[src/rtl/pm_evt_pkg.sv]
package pm_evt_pkg;
    localparam int REG_W    = 16;
    localparam int BIT_TMR  = 0;
    localparam int BIT_PWR  = 8;
    localparam int BIT_RTC  = 10;
    localparam int BIT_WAKE = 15;
    localparam logic [REG_W-1:0] COMMON_MASK = 16'h0721;

    typedef enum logic [1:0] {
        WAKE_NONE  = 2'd0,
        WAKE_RTC   = 2'd1,
        WAKE_TMR   = 2'd2,
        WAKE_OTHER = 2'd3
    } wake_cause_e;

    function automatic logic [REG_W-1:0] wake_set_bits(input wake_cause_e c);
        logic [REG_W-1:0] v;
        v = '0;
        v[BIT_WAKE] = 1'b1;
        unique case (c)
            WAKE_RTC:   v[BIT_RTC] = 1'b1;
            WAKE_TMR:   v[BIT_TMR] = 1'b1;
            WAKE_OTHER: v[BIT_PWR] = 1'b1;
            WAKE_NONE:  v = v;
        endcase
        return v;
    endfunction
endpackage

[src/rtl/pm_fixed_evt.sv]
module pm_fixed_evt
    import pm_evt_pkg::*;
(
    input  logic             clk,
    input  logic             rst_n,
    input  logic             sts_wr,
    input  logic             en_wr,
    input  logic [REG_W-1:0] wdata,
    input  logic [REG_W-1:0] set_vec,
    output logic [REG_W-1:0] sts,
    output logic [REG_W-1:0] en
);
    logic [REG_W-1:0] clr_vec;

    always_comb clr_vec = sts_wr ? wdata : '0;

    always_ff @(posedge clk or negedge rst_n) begin
        if (!rst_n) begin
            sts <= '0;
            en  <= '0;
        end else begin
            sts <= (sts & ~clr_vec) | set_vec;
            if (en_wr) en <= wdata;
        end
    end


    w1c_chk: assert property (@(posedge clk) disable iff (!rst_n)
        (sts_wr && set_vec == '0) |=> sts == ($past(sts) & ~$past(wdata)));


    en_replace_chk: assert property (@(posedge clk) disable iff (!rst_n)
        en_wr |=> en == $past(wdata));


    set_wins_chk: assert property (@(posedge clk) disable iff (!rst_n)
        (set_vec != '0) |=> (sts & $past(set_vec)) == $past(set_vec));
endmodule

[src/rtl/pm_gpe_bank.sv]
module pm_gpe_bank #(
    parameter int GPE_BYTES = 4,
    localparam int HALF  = GPE_BYTES / 2,
    localparam int IDX_W = (GPE_BYTES > 1) ? $clog2(GPE_BYTES) : 1
) (
    input  logic                  clk,
    input  logic                  rst_n,
    input  logic                  wr_en,
    input  logic [IDX_W-1:0]      idx,
    input  logic [7:0]            wdata,
    input  logic                  evt_valid,
    input  logic [7:0]            evt_bits,
    output logic [HALF-1:0][7:0]  sts,
    output logic [HALF-1:0][7:0]  en,
    output logic [7:0]            rd_byte
);
    for (genvar g = 0; g < HALF; g++) begin : g_byte
        logic       sts_hit, en_hit;
        logic [7:0] set_b;
        assign sts_hit = wr_en && (idx == IDX_W'(g));
        assign en_hit  = wr_en && (idx == IDX_W'(HALF + g));
        if (g == 0) begin : g_evt
            assign set_b = evt_valid ? evt_bits : 8'h00;
        end else begin : g_noevt
            assign set_b = 8'h00;
        end

        always_ff @(posedge clk or negedge rst_n) begin
            if (!rst_n) begin
                sts[g] <= 8'h00;
                en[g]  <= 8'h00;
            end else begin
                sts[g] <= (sts[g] & ~(sts_hit ? wdata : 8'h00)) | set_b;
                if (en_hit) en[g] <= wdata;
            end
        end
    end

    always_comb begin
        rd_byte = 8'h00;
        for (int i = 0; i < HALF; i++) begin
            if (idx == IDX_W'(i))        rd_byte = sts[i];
            if (idx == IDX_W'(HALF + i)) rd_byte = en[i];
        end
    end


    gpe_latch_chk: assert property (@(posedge clk) disable iff (!rst_n)
        evt_valid |=> (sts[0] & $past(evt_bits)) == $past(evt_bits));
endmodule

[src/rtl/pm_event_ctrl.sv]
module pm_event_ctrl
    import pm_evt_pkg::*;
#(
    parameter int ADDR_W    = 8,
    parameter int GPE_BYTES = 4,
    parameter int GPE_BASE  = 32,
    localparam int HALF  = GPE_BYTES / 2,
    localparam int IDX_W = (GPE_BYTES > 1) ? $clog2(GPE_BYTES) : 1
) (
    input  logic              clk,
    input  logic              rst_n,
    input  logic              reg_wr,
    input  logic              reg_wide,
    input  logic [ADDR_W-1:0] reg_addr,
    input  logic [15:0]       reg_wdata,
    output logic [15:0]       reg_rdata,
    input  logic              tmr_carry,
    input  logic              pwrbtn_req,
    input  logic              wake_valid,
    input  logic [1:0]        wake_cause,
    input  logic              gpe_evt_valid,
    input  logic [7:0]        gpe_evt_bits,
    output logic              sci
);
    logic [REG_W-1:0]     fx_sts, fx_en, fx_set;
    logic                 sel_sts, sel_en, sel_gpe;
    logic [ADDR_W-1:0]    gpe_off;
    logic [HALF-1:0][7:0] g_sts, g_en;
    logic [7:0]           g_rd;

    always_comb begin
        gpe_off = reg_addr - ADDR_W'(GPE_BASE);
        sel_sts = reg_wide && (reg_addr == ADDR_W'(0));
        sel_en  = reg_wide && (reg_addr == ADDR_W'(2));
        sel_gpe = !reg_wide && (reg_addr >= ADDR_W'(GPE_BASE))
                  && (gpe_off < ADDR_W'(GPE_BYTES));
    end

    always_comb begin
        fx_set = '0;
        if (tmr_carry) fx_set[BIT_TMR] = 1'b1;
        if (pwrbtn_req && fx_en[BIT_PWR]) fx_set[BIT_PWR] = 1'b1;
        if (wake_valid) fx_set = fx_set | wake_set_bits(wake_cause_e'(wake_cause));
    end

    pm_fixed_evt u_fixed (
        .clk     (clk),
        .rst_n   (rst_n),
        .sts_wr  (reg_wr && sel_sts),
        .en_wr   (reg_wr && sel_en),
        .wdata   (reg_wdata),
        .set_vec (fx_set),
        .sts     (fx_sts),
        .en      (fx_en)
    );

    pm_gpe_bank #(.GPE_BYTES(GPE_BYTES)) u_gpe (
        .clk       (clk),
        .rst_n     (rst_n),
        .wr_en     (reg_wr && sel_gpe),
        .idx       (gpe_off[IDX_W-1:0]),
        .wdata     (reg_wdata[7:0]),
        .evt_valid (gpe_evt_valid),
        .evt_bits  (gpe_evt_bits),
        .sts       (g_sts),
        .en        (g_en),
        .rd_byte   (g_rd)
    );

    always_comb begin
        reg_rdata = 16'h0000;
        if (sel_sts)      reg_rdata = fx_sts;
        else if (sel_en)  reg_rdata = fx_en;
        else if (sel_gpe) reg_rdata = {8'h00, g_rd};
    end

    always_comb sci = (|(fx_sts & fx_en & COMMON_MASK)) || (|(g_sts[0] & g_en[0]));


    pwr_gate_chk: assert property (@(posedge clk) disable iff (!rst_n)
        (!(pwrbtn_req && fx_en[BIT_PWR]) && !(wake_valid && wake_cause == 2'd3))
        |=> !$rose(fx_sts[BIT_PWR]));
endmodule

[config.mk]
export PLATFORM = sky130hd
export DESIGN_NAME = pm_event_ctrl
export DESIGN_NICKNAME = d
export VERILOG_FILES = /design/src/rtl/pm_evt_pkg.sv /design/src/rtl/pm_fixed_evt.sv /design/src/rtl/pm_gpe_bank.sv /design/src/rtl/pm_event_ctrl.sv
export SDC_FILE = /design/constraint.sdc
export NUM_CORES = 1
export LEC_CHECK = 0
export BUFFER_PORTS_ARGS = -buffer_cell sky130_fd_sc_hd__clkbuf_2
export CORE_MARGIN = 2
export CORE_UTILIZATION = 45
export CTS_CLUSTER_DIAMETER = 30
export DETAILED_ROUTE_END_ITERATION = 10
export HOLD_SLACK_MARGIN = 0.08
export PLACE_DENSITY = 0.68
export SLEW_MARGIN = 20
export SYNTH_ARGS = -nofsm -noshare
export SYNTH_HDL_FRONTEND = slang
export SYNTH_HIERARCHICAL = 1
export SYNTH_SLANG_ARGS = --single-unit
[constraint.sdc]
create_clock -name clk -period 2.3 [get_ports clk]
set_input_delay 0.46 -clock clk [delete_from_list [all_inputs] [get_ports clk]]
set_output_delay 0.46 -clock clk [all_outputs]
set_load 0.01 [all_outputs]
==> out/results.ini, run 1 <==
[cts]
numCtsBuffers=9
clk_path_buf_depth=2
cts_hold_buf=0
cts.sink_count=64
cts.clk_slew.worst_paths_ns=0.07
clock_latency_ns=0.34
cts_tree=yes
cts.htree.levels=3
cts_root_buf=clkbuf_8

[global_routing]
grt_pass1_wl_um=12600
antenna_found_initial=0
grt_max_degree=65
grt_pass1_vias=2404
grt_overflow=0
globalRouteTotalUtil=0.215

[setup_path]
criticalPathCategory=primary input to output port
path_cells=buf_6, or3_4, or3_4, buf_6, o32a_1, clkbuf_2
start_kind=primary input
cp_data_required_time_ns=1.84
crit_path_end_kind=output port
cp.arrival_ns=1.91
crit_path_top_delay_cell=or3_4
cp_max_fo=8
slowest_delay_ns=0.39

[placed_design]
pre_cts_slack_ns=-0.228
place.detailed.hpwl_um=5460
port_buffers=58
place_inst=440
gp_congestion=0.815

[logic_synthesis]
synthesis.area_sq_um=3290
synth_top_area_frac=0.486
synth_area_leaders=dfrtp_1 49%, mux2_2 7.5%, mux4_2 5.5%, mux2_4 4.6%, a21o_1 3.6%
ys_ff_latch=64
postSynthCellCount=267
synth_ff_type=dfrtp_1
synthArstFlopShare=1.00
synth_common_cells=64 x dfrtp_1, 27 x nand2_1, 22 x mux2_2, 16 x a21o_1, 11 x inv_1
synth.most_common_cell=dfrtp_1
ys_warn_count=6
ys_types=43
yosysTopAreaCell=dfrtp_1
yosysSeqAreaShare=0.486
synth-edff-count=0
syn_area_per_cell_sq_um=12.3

[timing]
finalHoldViolCount=0
max_freq_ghz=0.421
grt_setup_unrepaired=yes
fin_crit_ns=2.37
whs_ns=0.129
final_max_slew_viol_count=0
worst_clock_skew_ns=0.00206
fin_crit_sh=1.03
finalSetupViolations=15
finalWorstSetupSlack_ns=-0.0729

[worst_hold_path]
worstHoldPathType=primary input to async pin

[floorplan]
rows=31
die_area_sq_um=8020
die_x_um=89.5
start_util=0.459
design.portCount=59
core_sq_um=7180
dieHeight_um=89.5

[detailed_routing]
wl_met2_um=3710
route.vias.total=2438
antenna_left=0
wl_met1_um=3560
wl_per_cell_um=16.8
first_pass_iters=4
wl_met3_um=307
drc=0
maxUsedRoutingLayer=met4
totalWireLength_um=7660
first_iter_violations=121
vias_per_cell=5.35

[pwr]
ir_worst_vdd_uv=380
finalPower_w=0.00239
p_leak_nw=1.82
pwr_density_cell_nw_per_um2=581

[outcome]
outcome=finished, violations left
violations=setup timing

[finish]
multi_input_area_sq_um=1600
final_cells=456
nFillCells=617
drive_gt1_frac=0.423
layout.area.seq_sq_um=1600
post-route-util=0.574
finalNetCount=396
areaGrowthSynthToFinish_pct=25.0
antenna_cells=0

[run]
cap_violations=0

[repair_timing]
action	CTS	global route
buffers inserted	2	0
pin swaps	1	2
gates resized for setup	6	22
gates cloned	0	0
endpoints found under the setup margin	16	16
[critical path, delay by kind of cell]
| kind | cells | cell delay [ns] |
|---|---|---|
| AND/OR/NAND/NOR | 2 | 0.78 |
| buffers and inverters | 3 | 0.37 |
| AO/OA/AOI/OAI | 1 | 0.30 |
[cell type report]
type	instances	area share
Sequential cell	64	0.389
Timing Repair Buffer	82	0.132
Clock buffer	12	0.0401
Clock inverter	3	0.00972
Multi-Input combinational cell	185	0.389
Tap cell	99	0.0301
Inverter	11	0.0100
[registers in the layout, indices dropped and copies added (netlist names)]
signal / count
u_gpe/sts: 16
u_fixed/sts: 16
u_gpe/en: 16
u_fixed/en: 16
[metrics by stage]
step / area (sq um) / TNS (ns)
5_1_grt: 4120 / -1.29
3_5_place_dp: 3840 / -4.09
4_1_cts: 4070 / -0.676
6_report: 4120 / -0.686
2_1_floorplan: 3360 / -1.41
3_3_place_gp: 3840 / -3.38
[cells by family after synthesis]
family,count (synthesis),share of synthesized area
buf+inv,29,0.0543
simple gates,67,0.107
other cells,1,0.00114
flops,64,0.486
mux,48,0.200
fa+ha+maj,1,0.00380
xor+xnor,1,0.00266
compound gates,56,0.145
[final timing paths]
| kind | depth (start not counted) | end | slack, ns | startpoint |
|---|---|---|---|---|
| worst max-delay path | 6 | reg_rdata[5] | -0.07 | reg_addr[6] |
| worst min-delay path | 2 | u_gpe/en[13] | 0.13 | rst_n |
| worst max register to register | 2 | u_gpe/sts[1] | 1.35 | u_gpe/sts[1] |
| worst min register to register | 1 | u_fixed/sts[13] | 0.48 | u_fixed/sts[13] |
| max in group asynchronous | 2 | u_gpe/sts[1] | 1.89 | rst_n |
| min in group clk | 2 | u_gpe/sts[6] | 0.35 | gpe_evt_bits[6] |
[per-layer routing]
| metal | track usage | vias up |
|---|---|---|
| met1 | 0.305 | 1220 |
| li1 | - | 1159 |
| met2 | 0.324 | 53 |
| met4 | 0.0678 | 0 |
| met3 | 0.0582 | 6 |
| met5 | 0 | - |
[where the power goes]
group | switching, W | internal (W)
registers | 0.0000106 | 0.00114
clock network | 0.000421 | 0.000580
logic | 0.000132 | 0.000107
[placed cells by master, fill, tap and decap left out, types with 2 or more instances in the layout]
cell       instances
mux2_2            22
a2111oi_2          2
nor2_1             5
or3_4              3
clkbuf_2          48
a2111oi_0          3
dfrtp_1           64
clkbuf_8          12
mux2i_1            8
buf_2              7
buf_4             18
mux2_4            10
a221o_1            8
o32a_1             8
a21boi_0           8
nand2_1           27
a21o_1            16
conb_1            12
mux4_2             8
nor2_4             2
nor2b_1            8
nor4_1             9
inv_1             11
clkinv_2           2
a22oi_1            3
a2111oi_1          3
nand2b_1           2
nor2_2             3
buf_12             4
buf_6              4
No activity file was read; power rests on OpenSTA's default activity.
==> inputs of run 2 (changes only) <==
--- a/config.mk
+++ b/config.mk
@@ -7,11 +7,11 @@
 export LEC_CHECK = 0
 export BUFFER_PORTS_ARGS = -buffer_cell sky130_fd_sc_hd__clkbuf_2
 export CORE_MARGIN = 2
-export CORE_UTILIZATION = 45
+export CORE_UTILIZATION = 51
 export CTS_CLUSTER_DIAMETER = 30
 export DETAILED_ROUTE_END_ITERATION = 10
 export HOLD_SLACK_MARGIN = 0.08
-export PLACE_DENSITY = 0.68
+export PLACE_DENSITY = 0.75
 export SLEW_MARGIN = 20
 export SYNTH_ARGS = -nofsm -noshare
 export SYNTH_HDL_FRONTEND = slang
==> run 2 against run 1 <==
  * The flow still finishes with violations (setup timing)
  * Final area rose by 0.46%
  * Combinational power barely moved
  * Register-to-register slack barely moved
  * Sequential cell count did not move
  * Sequential power barely moved
  * Largest cell class unchanged
  * Highest routed layer unchanged
==> out/results.ini, run 2 (synthesis results as in run 1) <==
[outcome]
outcome=finished, violations left  ; unchanged
violations=setup timing  ; unchanged

[detailed_routing]
totalWireLength_um=8090  ; was 7660 um
drc=0  ; unchanged
first_iter_violations=117  ; was 121
antenna_left=0  ; unchanged
route.vias.total=2528  ; was 2438
vias_per_cell=5.80  ; was 5.35
wl_per_cell_um=18.5  ; was 16.8 um
first_pass_iters=4  ; unchanged

[placed_design]
place.detailed.hpwl_um=5690  ; was 5460 um
gp_congestion=0.842  ; was 0.815
place_inst=419  ; was 440
port_buffers=58  ; unchanged

[setup_path]
crit_family=simple AND/OR/NAND/NOR gates  ; unchanged
cp_max_fo=7  ; was 8
criticalPathCategory=primary input to output port  ; unchanged
cp.arrival_ns=1.92  ; was 1.91 ns
path_cells=clkbuf_2, or3_4, or3_4, buf_8, o32a_1, clkbuf_2  ; was buf_6, or3_4, or3_4, buf_6, o32a_1, clkbuf_2
worst-r2r-setup-slack_ns=1.35  ; about the same
r2r-end=u_gpe/sts[2]  ; was u_gpe/sts[1]
start_kind=primary input  ; unchanged
crit_path_top_delay_cell=or3_4  ; unchanged
path_buf_inv=3  ; unchanged
ff2ff_path_depth=2  ; unchanged
timing.rr.start=u_gpe/sts[2]  ; was u_gpe/sts[1]
crit_path_end_kind=output port  ; unchanged
slowest_delay_ns=0.41  ; was 0.39 ns
cp_data_required_time_ns=1.84  ; about the same

[floorplan]
dieHeight_um=84.4  ; was 89.5 um
design.portCount=59  ; unchanged
rows=29  ; was 31
die_x_um=84.4  ; was 89.5 um
die_area_sq_um=7120  ; was 8020 sq um
core_sq_um=6310  ; was 7180 sq um
start_util=0.522  ; was 0.459

[global_routing]
grt_overflow=0  ; unchanged
antenna_found_initial=0  ; unchanged
globalRouteTotalUtil=0.237  ; was 0.215
grt_pass1_vias=2602  ; was 2404
grt_pass1_wl_um=13000  ; was 12600 um
grt_max_degree=44  ; was 65

[pwr]
p_seq_frac=0.439  ; was 0.482
pwr_density_cell_nw_per_um2=635  ; was 581 nW/um^2
p_int_w=0.00203  ; was 0.00183 W
power_frac_clock=0.468  ; was 0.418
p_leak_nw=1.84  ; was 1.82 nW
swShare=0.227  ; was 0.236
p_switching_w=0.000597  ; was 0.000564 W
comb_power_share=0.092  ; was 0.100
ir_worst_vdd_uv=544  ; was 380 uV

[timing]
grt_setup_unrepaired=yes  ; unchanged
fin_crit_ns=2.38  ; was 2.37 ns
finalSetupViolations=14  ; was 15
finalHoldViolCount=0  ; unchanged
max_slew_margin=0.616
finalWorstSetupSlack_ns=-0.0762  ; was -0.0729 ns
whs_ns=0.103  ; was 0.129 ns
fin_crit_sh=1.03  ; about the same
tightestPinTransition_ns=0.577
worst_clock_skew_ns=0.000116  ; was 0.00206 ns
final_max_slew_viol_count=0  ; unchanged
max_freq_ghz=0.421  ; about the same

[finish]
nFillCells=502  ; was 617
final_cells=436  ; was 456
antenna_cells=0  ; unchanged
mostFrequentLayoutCell=dfrtp_1  ; unchanged
finalNetCount=397  ; was 396
layout_common_cells=64 x dfrtp_1, 50 x clkbuf_2, 27 x nand2_1  ; was 64 x dfrtp_1, 48 x clkbuf_2, 27 x nand2_1
drive_gt1_frac=0.432  ; was 0.423
areaGrowthSynthToFinish_pct=25.6  ; was 25.0%

[cts]
cts.htree.levels=3  ; unchanged
clock_latency_ns=0.33  ; was 0.34 ns
cts_hold_buf=0  ; unchanged
cts.sink_count=64  ; unchanged
clk_path_buf_depth=2  ; unchanged
cts.clk_slew.worst_paths_ns=0.07  ; about the same
cts_tree=yes  ; unchanged
cts_root_buf=clkbuf_8  ; unchanged
numCtsBuffers=9  ; unchanged

[worst_hold_path]
worstHoldPathType=primary input to async pin  ; unchanged

[run]
cap_violations=0  ; unchanged

run 2: cell count changes in the layout (fill, tap and decap cells not counted), sizes merged:
cell | previous run | this run
bufinv | 1 | 3
clkinv | 2 | 1
clkinvlp | 0 | 1
run 2: worst max-delay path by stage:
stage,start,end,slack [ns],depth (start not counted)
4_1_cts,reg_addr[4],reg_rdata[7],-0.06,6
3_5_place_dp,reg_addr[0],reg_rdata[7],-0.11,6
5_1_grt,reg_addr[4],reg_rdata[4],-0.11,6
3_3_place_gp,reg_addr[0],reg_rdata[7],-0.11,6
2_1_floorplan,reg_addr[3],u_gpe/sts[6],-0.13,8
6_report,reg_addr[4],reg_rdata[7],-0.08,6
run 2: timing repair:
action	in CTS	in global routing
pin swaps	3	1
setup buffers	1	0
setup endpoints to repair	16	16
resized for setup	10	16
run 2: worst reg2reg max path: cells and delay by family, from the launching register on:
kind | cells | cell delay (ns)
DFF | 1 | 0.42
and+or+nand+nor | 1 | 0.15
AOI/OAI and AO/OA | 1 | 0.27
run 2: power groups by stage:
stage | clock network [W] | registers (W) | logic (W)
after CTS | 0.00124 | 0.00115 | 0.000239
after global placement | 0 | 0.00117 | 0.000232
after floorplan | 0 | 0.00117 | 0.000111
after detailed placement | 0 | 0.00117 | 0.000235
final | 0.00123 | 0.00115 | 0.000242
after global routing | 0.00129 | 0.00115 | 0.000268
run 2: final cells by class:
cell class,instances,area (sq um),share of cell area
Multi-Input combinational cell,185,1600,0.388
Tap cell,77,96.3,0.0233
Clock buffer,11,151,0.0366
Inverter,11,41.3,0.00998
Clock inverter,5,103,0.0248
Sequential cell,64,1600,0.387
Timing Repair Buffer,83,539,0.130
run 2: layer usage:
metal	share of wire	track usage	up-vias
li1	-	-	1162
met1	0.44	0.327	1278
met2	0.49	0.382	76
met3	0.056	0.0354	12
met4	0.013	0.0952	0
met5	0	0	-
run 2: through the flow:
| step | util | TNS (ns) | total power [W] | setup slack, ns | instance area [sq um] |
|---|---|---|---|---|---|
| 6_report | 0.655 | -0.662 | 0.00262 | -0.0762 | 4140 |
| 5_1_grt | 0.655 | -1.12 | 0.00271 | -0.115 | 4140 |
| 4_1_cts | 0.652 | -0.598 | 0.00263 | -0.0645 | 4120 |
| 3_5_place_dp | 0.605 | -1.41 | 0.00141 | -0.108 | 3820 |
| 3_3_place_gp | 0.605 | -1.22 | 0.00141 | -0.108 | 3820 |
| 2_1_floorplan | - | -1.41 | 0.00128 | -0.129 | 3360 |
==> inputs of run 3 (changes only) <==
--- a/config.mk
+++ b/config.mk
@@ -5,11 +5,13 @@
 export SDC_FILE = /design/constraint.sdc
 export NUM_CORES = 1
 export LEC_CHECK = 0
+export ABC_AREA = 1
 export BUFFER_PORTS_ARGS = -buffer_cell sky130_fd_sc_hd__clkbuf_2
 export CORE_MARGIN = 2
 export CORE_UTILIZATION = 51
 export CTS_CLUSTER_DIAMETER = 30
 export DETAILED_ROUTE_END_ITERATION = 10
+export GPL_TIMING_DRIVEN = 0
 export HOLD_SLACK_MARGIN = 0.08
 export PLACE_DENSITY = 0.75
 export SLEW_MARGIN = 20
==> run 3 against run 2 <==
  * The run now ends clean
  * Clock-buffer cell count grew 1
  * Wire length increased by 2.0%
  * Fmax up 10%
  * Hold slack improved by 0.22 ns
  * Critical path type unchanged
  * Largest power group is now sequential cells
==> out/results.ini, run 3 <==
[outcome]
outcome=finished clean  ; was finished, violations left

[cts]
clk_path_buf_depth=2  ; unchanged
cts.sink_count=64  ; unchanged
numCtsBuffers=9  ; unchanged
cts.htree.levels=3  ; unchanged
cts.clk_slew.worst_paths_ns=0.07  ; about the same
cts_root_buf=clkbuf_8  ; unchanged
cts_tree=yes  ; unchanged
clock_latency_ns=0.33  ; about the same
cts_resized=0  ; was 10
cts_setup_buffers=0  ; was 1

[timing]
fin_crit_ns=2.16  ; was 2.38 ns
finalSetupViolations=0  ; was 14
max_freq_ghz=0.463  ; was 0.421 GHz
grt_setup_unrepaired=no  ; was yes
tns_ns=0  ; was -0.662 ns
finalWorstSetupSlack_ns=0.139  ; was -0.0762 ns
finalHoldViolCount=0  ; unchanged
fin_crit_sh=0.940  ; was 1.03
final_max_slew_viol_count=0  ; unchanged
worst_clock_skew_ns=0.00323  ; was 0.000116 ns

[logic_synthesis]
synth_ff_type=dfrtp_1  ; unchanged
synth_top_area_frac=0.466  ; was 0.486
yosysSeqAreaShare=0.466  ; was 0.486
synth_common_cells=176 x nand2_1, 64 x dfrtp_1, 56 x inv_1, 50 x nand3_1, 30 x o21ai_0  ; was 64 x dfrtp_1, 27 x nand2_1, 22 x mux2_2, 16 x a21o_1, 11 x inv_1
postSynthCellCount=449  ; was 267
synthArstFlopShare=1.00  ; unchanged
ys_warn_count=6  ; unchanged
synthesis.area_sq_um=3440  ; was 3290 sq um
ys_types=30  ; was 43
yosysTopAreaCell=dfrtp_1  ; unchanged
ys_ff_latch=64  ; unchanged
syn_area_per_cell_sq_um=7.65  ; was 12.3 sq um
synth.most_common_cell=nand2_1  ; was dfrtp_1
synth-edff-count=0  ; unchanged
synth_area_leaders=dfrtp_1 47%, nand2_1 19%, nand3_1 7.3%, inv_1 6.1%, o21ai_0 4.4%  ; was dfrtp_1 49%, mux2_2 7.5%, mux4_2 5.5%, mux2_4 4.6%, a21o_1 3.6%

[global_routing]
grt_pass1_vias=2889  ; was 2602
globalRouteTotalUtil=0.244  ; was 0.237
grt_overflow=0  ; unchanged
gr-max-usage-layer=met2  ; unchanged
antenna_found_initial=0  ; unchanged
grt_pass1_wl_um=14000  ; was 13000 um
use_met3=0.0414  ; was 0.0354
grtUsageMet1=0.350  ; was 0.327
grt_max_degree=46  ; was 44
met2_usage=0.378  ; was 0.382

[floorplan]
core_sq_um=6420  ; was 6310 sq um
die_area_sq_um=7410  ; was 7120 sq um
design.portCount=59  ; unchanged
start_util=0.535  ; was 0.522
rows=29  ; unchanged
dieHeight_um=86.1  ; was 84.4 um
die_x_um=86.1  ; was 84.4 um

[pwr]
ir_worst_vdd_uv=496  ; was 544 uV
swShare=0.256  ; was 0.227
p_switching_w=0.000563  ; was 0.000597 W
finalPower_w=0.00220  ; was 0.00262 W
p_int_w=0.00164  ; was 0.00203 W
p_leak_nw=2.13  ; was 1.84 nW
comb_power_share=0.095  ; was 0.092
p_seq_frac=0.529  ; was 0.439
pwr_density_cell_nw_per_um2=541  ; was 635 nW/um^2
power_frac_clock=0.376  ; was 0.468

[setup_path]
worst-r2r-setup-slack_ns=1.47  ; was 1.35 ns
crit_path_end_kind=output port  ; unchanged
cp_max_fo=10  ; was 7
start_kind=primary input  ; unchanged
criticalPathCategory=primary input to output port  ; unchanged
cp.arrival_ns=1.70  ; was 1.92 ns
cp_data_required_time_ns=1.84  ; about the same

[finish]
areaGrowthSynthToFinish_pct=18.3  ; was 25.6%
finalNetCount=573  ; was 397
final_cells=612  ; was 436
mostFrequentLayoutCell=nand2_1  ; was dfrtp_1
layout_common_cells=176 x nand2_1, 64 x dfrtp_1, 56 x inv_1, 56 x clkbuf_2, 50 x nand3_1  ; was 64 x dfrtp_1, 50 x clkbuf_2, 27 x nand2_1
antenna_cells=0  ; unchanged
drive_gt1_frac=0.219  ; was 0.432

[detailed_routing]
route.vias.total=3145  ; was 2528
totalWireLength_um=8250  ; was 8090 um
first_pass_iters=5  ; was 4
wl_per_cell_um=13.5  ; was 18.5 um
first_iter_violations=319  ; was 117
antenna_left=0  ; unchanged
vias_per_cell=5.14  ; was 5.80
drc=0  ; unchanged

[placed_design]
gp_congestion=0.929  ; was 0.842
port_buffers=57  ; was 58
place.detailed.hpwl_um=6060  ; was 5690 um
place_inst=595  ; was 419
pre_cts_slack_ns=0.0813  ; was -0.108 ns

[run]
cap_violations=0  ; unchanged

[worst_hold_path]
worstHoldPathType=primary input to register  ; was primary input to async pin

-- run 3: final timing paths --
path / end / cells after the start / startpoint
min in group asynchronous: u_gpe/sts[5] / 2 / rst_n
setup / recovery: reg_rdata[4] / 9 / reg_addr[1]
max in group asynchronous: u_fixed/en[0] / 3 / rst_n
setup reg to reg: u_fixed/sts[8] / 3 / u_fixed/en[8]
hold / removal: u_gpe/sts[1] / 3 / gpe_evt_bits[1]
hold reg to reg: u_gpe/sts[15] / 2 / u_gpe/sts[15]
-- run 3: power groups by stage --
stage                     Clock, W  Combinational [W]  Sequential [W]
final                     0.000827           0.000210         0.00116
after global routing      0.000897           0.000239         0.00117
after CTS                 0.000843           0.000211         0.00116
after detailed placement         0           0.000208         0.00118
after global placement           0           0.000198         0.00118
after floorplan                  0           0.000102         0.00118
-- run 3: cell families after synthesis --
logic type,count (synthesis),synth area share
adders and majority gates,1,0.00364
other,1,0.00109
DFF,64,0.466
buffers and inverters,80,0.116
AOI/OAI and AO/OA,37,0.0583
and+or+nand+nor,266,0.355
-- run 3: per-stage QoR --
| step | util | hold WS (ns) | cell area (sq um) |
|---|---|---|---|
| floorplan | - | 0.164 | 3480 |
| detailed placement | 0.605 | 0.401 | 3890 |
| CTS | 0.633 | 0.315 | 4060 |
| global placement | 0.601 | 0.453 | 3860 |
| global route | 0.633 | 0.333 | 4060 |
| finish | 0.633 | 0.321 | 4060 |
-- run 3: layout make-up --
class	count	area [sq um]
plain buffers	17	153
clock buffers	12	145
clock inverters	4	20.0
fillers	568	2360
inverters	63	246
multi-input cells	316	1480
flip-flops and latches	64	1600
well taps	77	96.3
repair buffers	59	325
-- run 3: timing repair --
item | CTS | global route
setup endpoints to repair | 0 | 0
hold buffers | 1 | 0
endpoints found under the hold margin | 19 | 0
-- run 3: routing by layer --
| metal | routed length, um | share of wire |
|---|---|---|
| met1 | 3660 | 0.44 |
| met2 | 3900 | 0.47 |
| met3 | 552 | 0.067 |
| met4 | 139 | 0.017 |
| met5 | 0 | 0 |
-- run 3: critical path: stages --
cell and delay, ns:
clkbuf_2 0.17, buf_6 0.20, nor2_8 0.17, buf_8 0.16, nand2_1 0.06, nand4_1 0.08
nand3_1 0.09, a21oi_1 0.16, clkbuf_2 0.15
